$ cat src/rtl/bshift_pkg.sv
package bshift_pkg;

  // Decoded meaning of one write access
  typedef enum logic [2:0] {
    WCMD_NONE   = 3'd0,
    WCMD_LOAD   = 3'd1,
    WCMD_OFFSET = 3'd2,
    WCMD_QUIET  = 3'd3,
    WCMD_BAD    = 3'd4
  } wr_cmd_e;

endpackage

$ cat src/rtl/bshift_wr_decode.sv
module bshift_wr_decode
  import bshift_pkg::*;
#(
  parameter int PORT_W      = 8,
  parameter int LOAD_PORT   = 4,
  parameter int OFFSET_PORT = 2,
  parameter int QUIET_A     = 3,
  parameter int QUIET_B     = 5,
  parameter int QUIET_C     = 6
) (
  input  logic              wr_en,
  input  logic [PORT_W-1:0] wr_port,
  output wr_cmd_e           cmd
);

  always_comb begin
    cmd = WCMD_NONE;
    if (wr_en) begin
      if (wr_port == PORT_W'(LOAD_PORT)) begin
        cmd = WCMD_LOAD;
      end else if (wr_port == PORT_W'(OFFSET_PORT)) begin
        cmd = WCMD_OFFSET;
      end else if ((wr_port == PORT_W'(QUIET_A)) ||
                   (wr_port == PORT_W'(QUIET_B)) ||
                   (wr_port == PORT_W'(QUIET_C))) begin
        cmd = WCMD_QUIET;
      end else begin
        cmd = WCMD_BAD;
      end
    end
  end

endmodule

$ cat src/rtl/bshift_queue.sv
module bshift_queue #(
  parameter int DATA_W = 8,
  parameter int STAGES = 2,
  localparam int Q_W   = DATA_W * STAGES,
  localparam int OFF_W = $clog2(DATA_W)
) (
  input  logic             clk,
  input  logic             rst_n,
  input  logic             load_en,
  input  logic [DATA_W-1:0] byte_in,
  input  logic             offset_en,
  input  logic [DATA_W-1:0] offset_in,
  output logic [Q_W-1:0]   q,
  output logic [OFF_W-1:0] off
);

  logic [DATA_W-1:0] stage_q [STAGES];
  logic [DATA_W-1:0] stage_d [STAGES];
  logic [OFF_W-1:0]  off_q;
  logic [OFF_W-1:0]  off_d;

  // Next-state: each stage takes its upper neighbour, the top takes the new byte
  for (genvar s = 0; s < STAGES; s++) begin : g_stage
    if (s == STAGES - 1) begin : g_top
      always_comb stage_d[s] = load_en ? byte_in : stage_q[s];
    end else begin : g_low
      always_comb stage_d[s] = load_en ? stage_q[s+1] : stage_q[s];
    end

    always_ff @(posedge clk or negedge rst_n) begin
      if (!rst_n) begin
        stage_q[s] <= '0;
      end else if (load_en) begin
        stage_q[s] <= stage_d[s];
      end
    end

    assign q[s*DATA_W +: DATA_W] = stage_q[s];
  end

  always_comb off_d = offset_en ? offset_in[OFF_W-1:0] : off_q;

  always_ff @(posedge clk or negedge rst_n) begin
    if (!rst_n) begin
      off_q <= '0;
    end else if (offset_en) begin
      off_q <= off_d;
    end
  end

  assign off = off_q;


  load_shift_chk: assert property (@(posedge clk) disable iff (!rst_n)
    load_en |=> (q[Q_W-1 -: DATA_W] == $past(byte_in)) &&
                (q[Q_W-DATA_W-1:0] == $past(q[Q_W-1:DATA_W])));


  offset_store_chk: assert property (@(posedge clk) disable iff (!rst_n)
    offset_en |=> off == $past(offset_in[OFF_W-1:0]));


  queue_hold_chk: assert property (@(posedge clk) disable iff (!rst_n)
    !load_en |=> $stable(q));


  offset_hold_chk: assert property (@(posedge clk) disable iff (!rst_n)
    !offset_en |=> $stable(off));

endmodule

$ cat src/rtl/bshift_window.sv
module bshift_window #(
  parameter int DATA_W = 8,
  parameter int STAGES = 2,
  localparam int Q_W   = DATA_W * STAGES,
  localparam int OFF_W = $clog2(DATA_W),
  localparam int N_OFF = 1 << OFF_W
) (
  input  logic [Q_W-1:0]    q,
  input  logic [OFF_W-1:0]  off,
  output logic [DATA_W-1:0] win
);

  logic [DATA_W-1:0] cand [N_OFF];

  // Candidate k is the top byte moved down by k bits
  for (genvar k = 0; k < N_OFF; k++) begin : g_cand
    assign cand[k] = q[Q_W-DATA_W-k +: DATA_W];
  end

  assign win = cand[off];

endmodule

$ cat src/rtl/bshift_err.sv
module bshift_err (
  input  logic clk,
  input  logic rst_n,
  input  logic bad_in,
  output logic err
);

  logic err_q;
  logic err_d;

  always_comb err_d = bad_in;

  always_ff @(posedge clk or negedge rst_n) begin
    if (!rst_n) begin
      err_q <= 1'b0;
    end else begin
      err_q <= err_d;
    end
  end

  assign err = err_q;


  bad_pulse_chk: assert property (@(posedge clk) disable iff (!rst_n)
    bad_in |=> err);


  quiet_err_chk: assert property (@(posedge clk) disable iff (!rst_n)
    !bad_in |=> !err);

endmodule

$ cat src/rtl/bshift_port_top.sv
module bshift_port_top
  import bshift_pkg::*;
#(
  parameter int PORT_W      = 8,
  parameter int DATA_W      = 8,
  parameter int STAGES      = 2,
  parameter int LOAD_PORT   = 4,
  parameter int OFFSET_PORT = 2,
  parameter int WINDOW_PORT = 3,
  parameter int QUIET_A     = 3,
  parameter int QUIET_B     = 5,
  parameter int QUIET_C     = 6,
  localparam int Q_W        = DATA_W * STAGES,
  localparam int OFF_W      = $clog2(DATA_W)
) (
  input  logic              clk,
  input  logic              rst_n,
  input  logic [PORT_W-1:0] wr_port,
  input  logic [DATA_W-1:0] wr_data,
  input  logic              wr_en,
  input  logic [PORT_W-1:0] rd_port,
  input  logic              rd_en,
  output logic [DATA_W-1:0] rd_data,
  output logic              port_err
);

  // Reset: asserted asynchronously, released after two clock edges
  logic [1:0] rst_sync_q;
  logic       rst_sync_n;

  always_ff @(posedge clk or negedge rst_n) begin
    if (!rst_n) begin
      rst_sync_q <= 2'b00;
    end else begin
      rst_sync_q <= {rst_sync_q[0], 1'b1};
    end
  end

  assign rst_sync_n = rst_sync_q[1];

  wr_cmd_e           cmd;
  logic [Q_W-1:0]    q;
  logic [OFF_W-1:0]  off;
  logic [DATA_W-1:0] win;
  logic              rd_hit;

  bshift_wr_decode #(
    .PORT_W(PORT_W), .LOAD_PORT(LOAD_PORT), .OFFSET_PORT(OFFSET_PORT),
    .QUIET_A(QUIET_A), .QUIET_B(QUIET_B), .QUIET_C(QUIET_C)
  ) u_decode (
    .wr_en  (wr_en),
    .wr_port(wr_port),
    .cmd    (cmd)
  );

  bshift_queue #(.DATA_W(DATA_W), .STAGES(STAGES)) u_queue (
    .clk      (clk),
    .rst_n    (rst_sync_n),
    .load_en  (cmd == WCMD_LOAD),
    .byte_in  (wr_data),
    .offset_en(cmd == WCMD_OFFSET),
    .offset_in(wr_data),
    .q        (q),
    .off      (off)
  );

  bshift_window #(.DATA_W(DATA_W), .STAGES(STAGES)) u_window (
    .q  (q),
    .off(off),
    .win(win)
  );

  bshift_err u_err (
    .clk   (clk),
    .rst_n (rst_sync_n),
    .bad_in(cmd == WCMD_BAD),
    .err   (port_err)
  );

  assign rd_hit  = rd_en && (rd_port == PORT_W'(WINDOW_PORT));
  assign rd_data = rd_hit ? win : '0;


  top_byte_win_chk: assert property (@(posedge clk) disable iff (!rst_sync_n)
    (rd_hit && off == '0) |-> rd_data == q[Q_W-1 -: DATA_W]);


  low_edge_win_chk: assert property (@(posedge clk) disable iff (!rst_sync_n)
    (rd_hit && off == OFF_W'(DATA_W-1)) |-> rd_data == q[DATA_W:1]);


  quiet_write_chk: assert property (@(posedge clk) disable iff (!rst_sync_n)
    (cmd == WCMD_QUIET) |=> $stable(q) && $stable(off) && !port_err);


  reset_clear_chk: assert property (@(posedge clk)
    $rose(rst_sync_n) |-> (q == '0) && (off == '0) && !port_err);

endmodule

$ cat config.mk
export PLATFORM = sky130hd
export DESIGN_NAME = bshift_port_top
export DESIGN_NICKNAME = d
export VERILOG_FILES = /design/src/rtl/bshift_pkg.sv /design/src/rtl/bshift_wr_decode.sv /design/src/rtl/bshift_queue.sv /design/src/rtl/bshift_window.sv /design/src/rtl/bshift_err.sv /design/src/rtl/bshift_port_top.sv
export SDC_FILE = /design/constraint.sdc
export NUM_CORES = 1
export LEC_CHECK = 0
export ABC_AREA = 1
export BUFFER_PORTS_ARGS = -buffer_cell sky130_fd_sc_hd__clkbuf_2
export CAP_MARGIN = 20
export CORE_MARGIN = 10
export CORE_UTILIZATION = 45
export CTS_BUF_LIST = sky130_fd_sc_hd__clkbuf_2 sky130_fd_sc_hd__clkbuf_4 sky130_fd_sc_hd__clkbuf_8
export DETAILED_ROUTE_END_ITERATION = 8
export GPL_ROUTABILITY_DRIVEN = 0
export PLACE_DENSITY = 0.69
export SLEW_MARGIN = 20
export SYNTH_ARGS = -nofsm -noshare
export SYNTH_HDL_FRONTEND = slang
export SYNTH_SLANG_ARGS = --single-unit
$ cat constraint.sdc
create_clock -name clk -period 1.6 [get_ports clk]
set_clock_uncertainty 0.1 [all_clocks]
set_input_delay 0.4 -clock clk [delete_from_list [all_inputs] [get_ports clk]]
set_output_delay 0.4 -clock clk [all_outputs]
set_load 0.005 [all_outputs]
==> impl_results.md, run 1 <==
- Tot Pwr: 0.001034 W
- Failing checks: setup timing
- Post-synthesis simple-gate area fraction: 0.4891
- Critical path type: register to output port
- Pleak: 1.019 nW
- CP Max Fanout: 8
- Hpwl dp: 2804 um
- Maximum root-to-sink buffer count: 2
- Area contributors post-synth: dfrtp_1, nand2_1, nand3_1, nor2_1, inv_1
- Inst Count DP: 309
- Synth warn: 0
- PnR worst setup slack: -368.3 ps
- Startpoint Class: register
- H-tree Lvls: 1
- Power per cell area: 554.1 nW/um^2
- Required @ worst endpoint: 1100 ps
- Clock root buffer master: clkbuf_4
- WHS: 146.9 ps
- Arr. time, crit path: 1470 ps
- Vias/cell: 4.776
- Routed len/inst: 11.46 um
- Sequential-to-total area share from yosys stat: 0.3529
- Finished Layout Cells: 317
- Vias: 1514
- Worst skew pair latency: 300 ps
- Port bufs: 36
- Flops & latches, synth: 21
- Final Util: 0.6016
- Syn Std Cell Area: 1489 sq um
- Post-Synth Adder-Cell Area: 0
- Max Transition Viols Final: 0
- Nets: 302
- Core footprint: 3103 sq um
- Post-route ant nets: 0
- Share of post-route cells with drive strength above 1: 0.3370
- CTS Buf Count: 3
- Layer carrying the most global-route usage: met2
- Initial Utilization: 0.4798
- Largest family of logic cells by synthesized area: simple AND/OR/NAND/NOR gates
- Largest net degree at the start of global routing: 21
- Post-synth top area cell: dfrtp_1
- Synth unique cells: 23
- Initial antenna violation count: 0
- Met3 GRT Util: 0.03917
- Status: complete, but fails checks
- DRT Pass-1 Iters: 4
- Tot GR Track Use: 0.1196
- Max Cap Violations: 0
- Wire length of the first global-routing pass: 6299 um
- First DRT Iteration DRCs: 80
- Io pins: 37
- Synth Area in Compound Gates: 0.04622
- Maximum vdd drop: 0.0005108 V
- Setup violations, final: 8
- # fillers: 330
- DRC violations left: 0
- Post-synthesis mux area share: 0
- CTS tree: built
- Remaining Overflow, GRT: 0
- Routing usage on met1: 0.1515
- Synthesized area per cell: 6.446 sq um
- Full die area: 6009 sq um
- Critical Path Sink Type: output port
- Worst-path clk slew: 120 ps
- M2 GR Usage: 0.1881
- Chip height: 77.52 um
- Ant. Diodes: 0
- Dpl ws: -120.2 ps
- Fin. Hold Viols: 0
- Fmax: 508.0 MHz
- Chip width: 77.52 um
- Drt total wl: 3632 um
- RSZ-0062 raised after global routing: yes
- Final min period: 1968 ps
- Xor/xnor share of the synthesized area: 0
- Share of the synthesized area in the top cell type: 0.3529
- Mapped Cells: 231
- Synthesized net count: 259
- Site Rows: 20
- Hold Path Class: register to asynchronous set/reset pin
- Vias in the first global route: 1529
- Area grow syn2layout: 25.38%
- Fin crit share: 1.230
- Num Clock Sinks: 21
## repair_timing
action | in CTS | in global routing
pin swaps | 3 | 11
endpoints found under the hold margin | 5 | 0
setup buffers | 0 | 1
gates cloned | 1 | 0
hold buffers | 2 | 0
gates resized for setup | 9 | 24
setup endpoints to repair | 8 | 8
## area by class of cell
class | instances | area [sq um] | share of cell area
Timing Repair inverter | 1 | 11.26 | 0.006032
Tap cell | 44 | 55.05 | 0.02949
Timing Repair Buffer | 48 | 295.3 | 0.1582
Sequential cell | 21 | 525.5 | 0.2815
Clock buffer | 3 | 22.52 | 0.01206
Inverter | 18 | 80.08 | 0.04290
Clock inverter | 1 | 5.005 | 0.002681
Multi-Input combinational cell | 181 | 872.1 | 0.4672
## kinds of logic after synthesis
logic type / Yosys count
other: 1
DFF: 21
and+or+nand+nor: 170
AOI/OAI and AO/OA: 10
buffers and inverters: 29
## final timing paths
check | startpoint | end | slack (ps) | cells after the start
worst min register to register | rst_sync_q[1] | u_queue.q[5] | 150 | 1
worst max register to register | u_queue.off[0] | u_queue.off[0] | 430 | 7
min in group clk | wr_data[3] | u_queue.q[11] | 210 | 3
max in group asynchronous | rst_sync_q[1] | u_err.err | 690 | 1
worst min-delay path | rst_sync_q[1] | u_queue.q[5] | 150 | 1
worst max-delay path | u_queue.off[0] | rd_data[0] | -370 | 9
## synth_stat cells
library cell    n
o21ai_2         5
inv_2           2
inv_6           1
a21oi_1         4
nor2_4          1
buf_6           4
buf_2           2
nor2_2          5
nand2_1       101
dfrtp_1        21
nand3_1        36
clkbuf_1        2
clkbuf_2        1
conb_1          1
nand2_2         5
inv_1          15
nand4_1         1
nand3_2         1
nor2_1         19
buf_4           1
o21ai_1         1
nand3b_1        1
buf_8           1
## state kept, by name, indices dropped and copies added, names as in the netlist
name,count
rst_sync_q,2
u_err.err,1
u_queue.off,3
u_queue.q,15
## power by group
group / total (W) / internal [W] / leakage (nW) / switching, W
registers: 0.000566 / 0.000548 / 0.270 / 0.0000176
logic: 0.000215 / 0.0000928 / 0.731 / 0.000123
clock network: 0.000253 / 0.0000930 / 0.0177 / 0.000160
## placed cells by master (no fill, tap or decap), drive strengths merged
cell type	n
conb	1
dlygate4sd3	2
nor2	25
nand2	106
nand3b	1
o21ai	6
nand3	37
clkbuf	33
nand4	1
dfrtp	21
clkinv	2
a21oi	4
inv	18
buf	16
## worst max-delay path, cell delays in order (launching register included)
cell and delay [ps]:
dfrtp_1 420, buf_6 170, clkinv_8 80, nand2_2 90, nand3_2 70, nand2_2 80
nand2_1 50, nand2_1 70, nor2_1 40, buf_2 120
## metrics by stage
stage	TNS, ps	cell area, sq um
after floorplan	0	1489
after global placement	-636.6	1714
after detailed placement	-695.4	1714
after CTS	-2911	1798
after global routing	-3957	1867
final	-2809	1867
## per-layer routing
| metal | wire [um] | up-vias | share of wire |
|---|---|---|---|
| li1 | - | 800 | - |
| met1 | 1771 | 675 | 0.49 |
| met2 | 1622 | 35 | 0.45 |
| met4 | 41 | 0 | 0.011 |
| met5 | 0 | - | 0 |
| met3 | 197 | 4 | 0.054 |
Power figures use the tool's default switching activity.
==> run 2, diff against run 1 <==
- ABC_AREA: 1 -> 0
- PLACE_DENSITY: 0.69 -> 0.71
==> impl_results.md, run 2 <==
- Status: complete, but fails checks
- Failing checks: setup timing
- Post-synthesis mux area share: 0.3279
- Final min period: 2097 ps
- # fillers: 216
- Nets: 183
- Vias/cell: 5.832
- R2R depth: 2
- Initial Utilization: 0.4691
- Mapped Cells: 106
- Number of synthesized flops with an enable pin: 0
- DRT Pass-1 Iters: 4
- Inst Count DP: 176
- Synth Flop Type: dfrtp_1
- Synth Area in Compound Gates: 0.1035
- Sequential-to-total area share from yosys stat: 0.4062
- Post-synthesis simple-gate area fraction: 0.1335
- Post-synth top area cell: dfrtp_1
- Share of the synthesized area in the top cell type: 0.4062
- R2R Setup Slk: 530 ps
- First DRT Iteration DRCs: 51
- Synth warn: 0
- Vias: 1079
- H-tree Lvls: 1
- Ant. Diodes: 0
- Hpwl dp: 2431 um
- Worst r2r src: u_queue.off[0]
- Xor/xnor share of the synthesized area: 0
- Most common library cells after synthesis: dfrtp_1, mux2_2, mux2_4, o22ai_1, mux2i_1
- Post-route ant nets: 0
- Clock root buffer master: clkbuf_4
- Fin. Hold Viols: 0
- Wire length of the first global-routing pass: 5237 um
- Power per cell area: 599.9 nW/um^2
- Startpoint Class: register
- Maximum root-to-sink buffer count: 2
- Critical path type: register to output port
- Full die area: 5420 sq um
- Syn Std Cell Area: 1294 sq um
- Tot GR Track Use: 0.1182
- Vias in the first global route: 1149
- Io pins: 37
- Fin crit share: 1.310
- DRC violations left: 0
- Most frequent cells in the layout: clkbuf_2, dfrtp_1, mux2_2, mux2_4, buf_4
- Critical Path Sink Type: output port
- Post-Synth Adder-Cell Area: 0
- Commonest non-fill, non-tap cell in the layout: clkbuf_2
- Area grow syn2layout: 31.14%
- Area of the multi-input gates: 805.8 sq um
- Final Util: 0.6152
- Critical Path End: rd_data[6]
- Maximum vdd drop: 0.0006164 V
- Ys async rst share: 1.000
- Finished Layout Cells: 185
- Routed len/inst: 17.48 um
- Max Cap Violations: 0
- RSZ-0062 raised after global routing: yes
- Drt total wl: 3234 um
- Arr. time, crit path: 1600 ps
- Num Clock Sinks: 21
- Hold Path Class: register to asynchronous set/reset pin
- Required @ worst endpoint: 1100 ps
- CTS Buf Count: 3
- Chip width: 73.62 um
- PnR worst setup slack: -496.6 ps
- Initial antenna violation count: 0
- Pleak: 0.8246 nW
- Area contributors post-synth: dfrtp_1, mux2_2, mux2_4, mux2i_1, o22ai_1
- CTS tree: built
- Largest net degree at the start of global routing: 20
- CP Max Fanout: 7
- Port bufs: 36
- Worst-path clk slew: 120 ps
- Flops & latches, synth: 21
- Final Cell Area: 1697 sq um
- Critical Path Source: u_queue.off[1]
- Max Transition Viols Final: 0
- Synthesized net count: 134
- Remaining Overflow, GRT: 0
- Register area: 528.0 sq um
- Fmax: 477.0 MHz
- Post-DP Area: 1551 sq um
- Chip height: 73.62 um
- Site Rows: 19
- Top-count cell post-synth: dfrtp_1
- Worst r2r dst: u_queue.off[0]
- Synth unique cells: 31
- Share of post-route cells with drive strength above 1: 0.6234
- Synthesized area per cell: 12.21 sq um
- Worst skew pair latency: 310 ps
- Setup violations, final: 8
- Max reg flops: 15
- Dpl ws: -288.2 ps
- Largest family of logic cells by synthesized area: multiplexers
- Core footprint: 2758 sq um
## run 2: how the worst min path moves through the flow
| stage | depth (start not counted) | start | slack [ps] | endpoint |
|---|---|---|---|---|
| 6_report | 1 | rst_sync_q[1] | 100 | u_err.err |
| 2_1_floorplan | 0 | rst_n | 4 | rst_sync_q[0] |
| 3_5_place_dp | 1 | rst_n | 90 | rst_sync_q[1] |
| 4_1_cts | 1 | rst_sync_q[1] | 110 | u_err.err |
| 5_1_grt | 1 | rst_sync_q[1] | 150 | u_queue.q[13] |
| 3_3_place_gp | 1 | rst_n | 90 | rst_sync_q[1] |
## run 2: repair_timing
action                                 CTS  global route
setup endpoints to repair                8             8
buffers inserted                         4             0
resized for setup                       13             9
pin swaps                                5             3
endpoints found under the hold margin    2             0
hold buffers                             1             0
## run 2: cell type report
cell class / instances / share of cell area
inverter: 1 / 0.002212
clock inverter: 1 / 0.004425
clock buffer: 3 / 0.01327
multi-input combinational: 80 / 0.4749
tap: 31 / 0.02286
sequential: 21 / 0.3112
timing repair buffer: 48 / 0.1711
## run 2: metal layers
layer	up-vias	share of wire	track usage
met5	-	0	0
met4	0	0.011	0.03727
met3	4	0.058	0.04172
met2	33	0.55	0.2102
met1	542	0.38	0.1264
li1	500	-	-
## run 2: worst max-delay path, stage by stage, from the launching register on
cell	delay, ps
dfrtp_2	440
buf_6	140
mux2_4	340
o22ai_2	190
nor3_1	60
clkbuf_2	110
## run 2: kinds of logic (layout without fill, tap and decap cells)
kind of cell | after synthesis | after routing
AOI/OAI and AO/OA | 19 | 19
muxes | 35 | 35
other | 1 | 1
and+or+nand+nor | 25 | 25
DFF | 21 | 21
buffers and inverters | 5 | 53
## run 2: metrics by stage
step / total power (W) / TNS [ps] / hold slack [ps]
floorplan: 0.0006669 / -489.2 / 4.409
global placement: 0.0007223 / -1814 / 86.72
detailed placement: 0.0007300 / -2178 / 90.71
CTS: 0.001010 / -3611 / 110.7
global route: 0.001060 / -4378 / 153.5
finish: 0.001018 / -3879 / 101.3
## run 2: where the power goes
group,leakage [nW],switching [W],internal (W)
Sequential,0.281,0.0000170,0.000549
Clock,0.0139,0.000170,0.0000953
Combinational,0.529,0.0000866,0.000100
Total,0.825,0.000273,0.000745
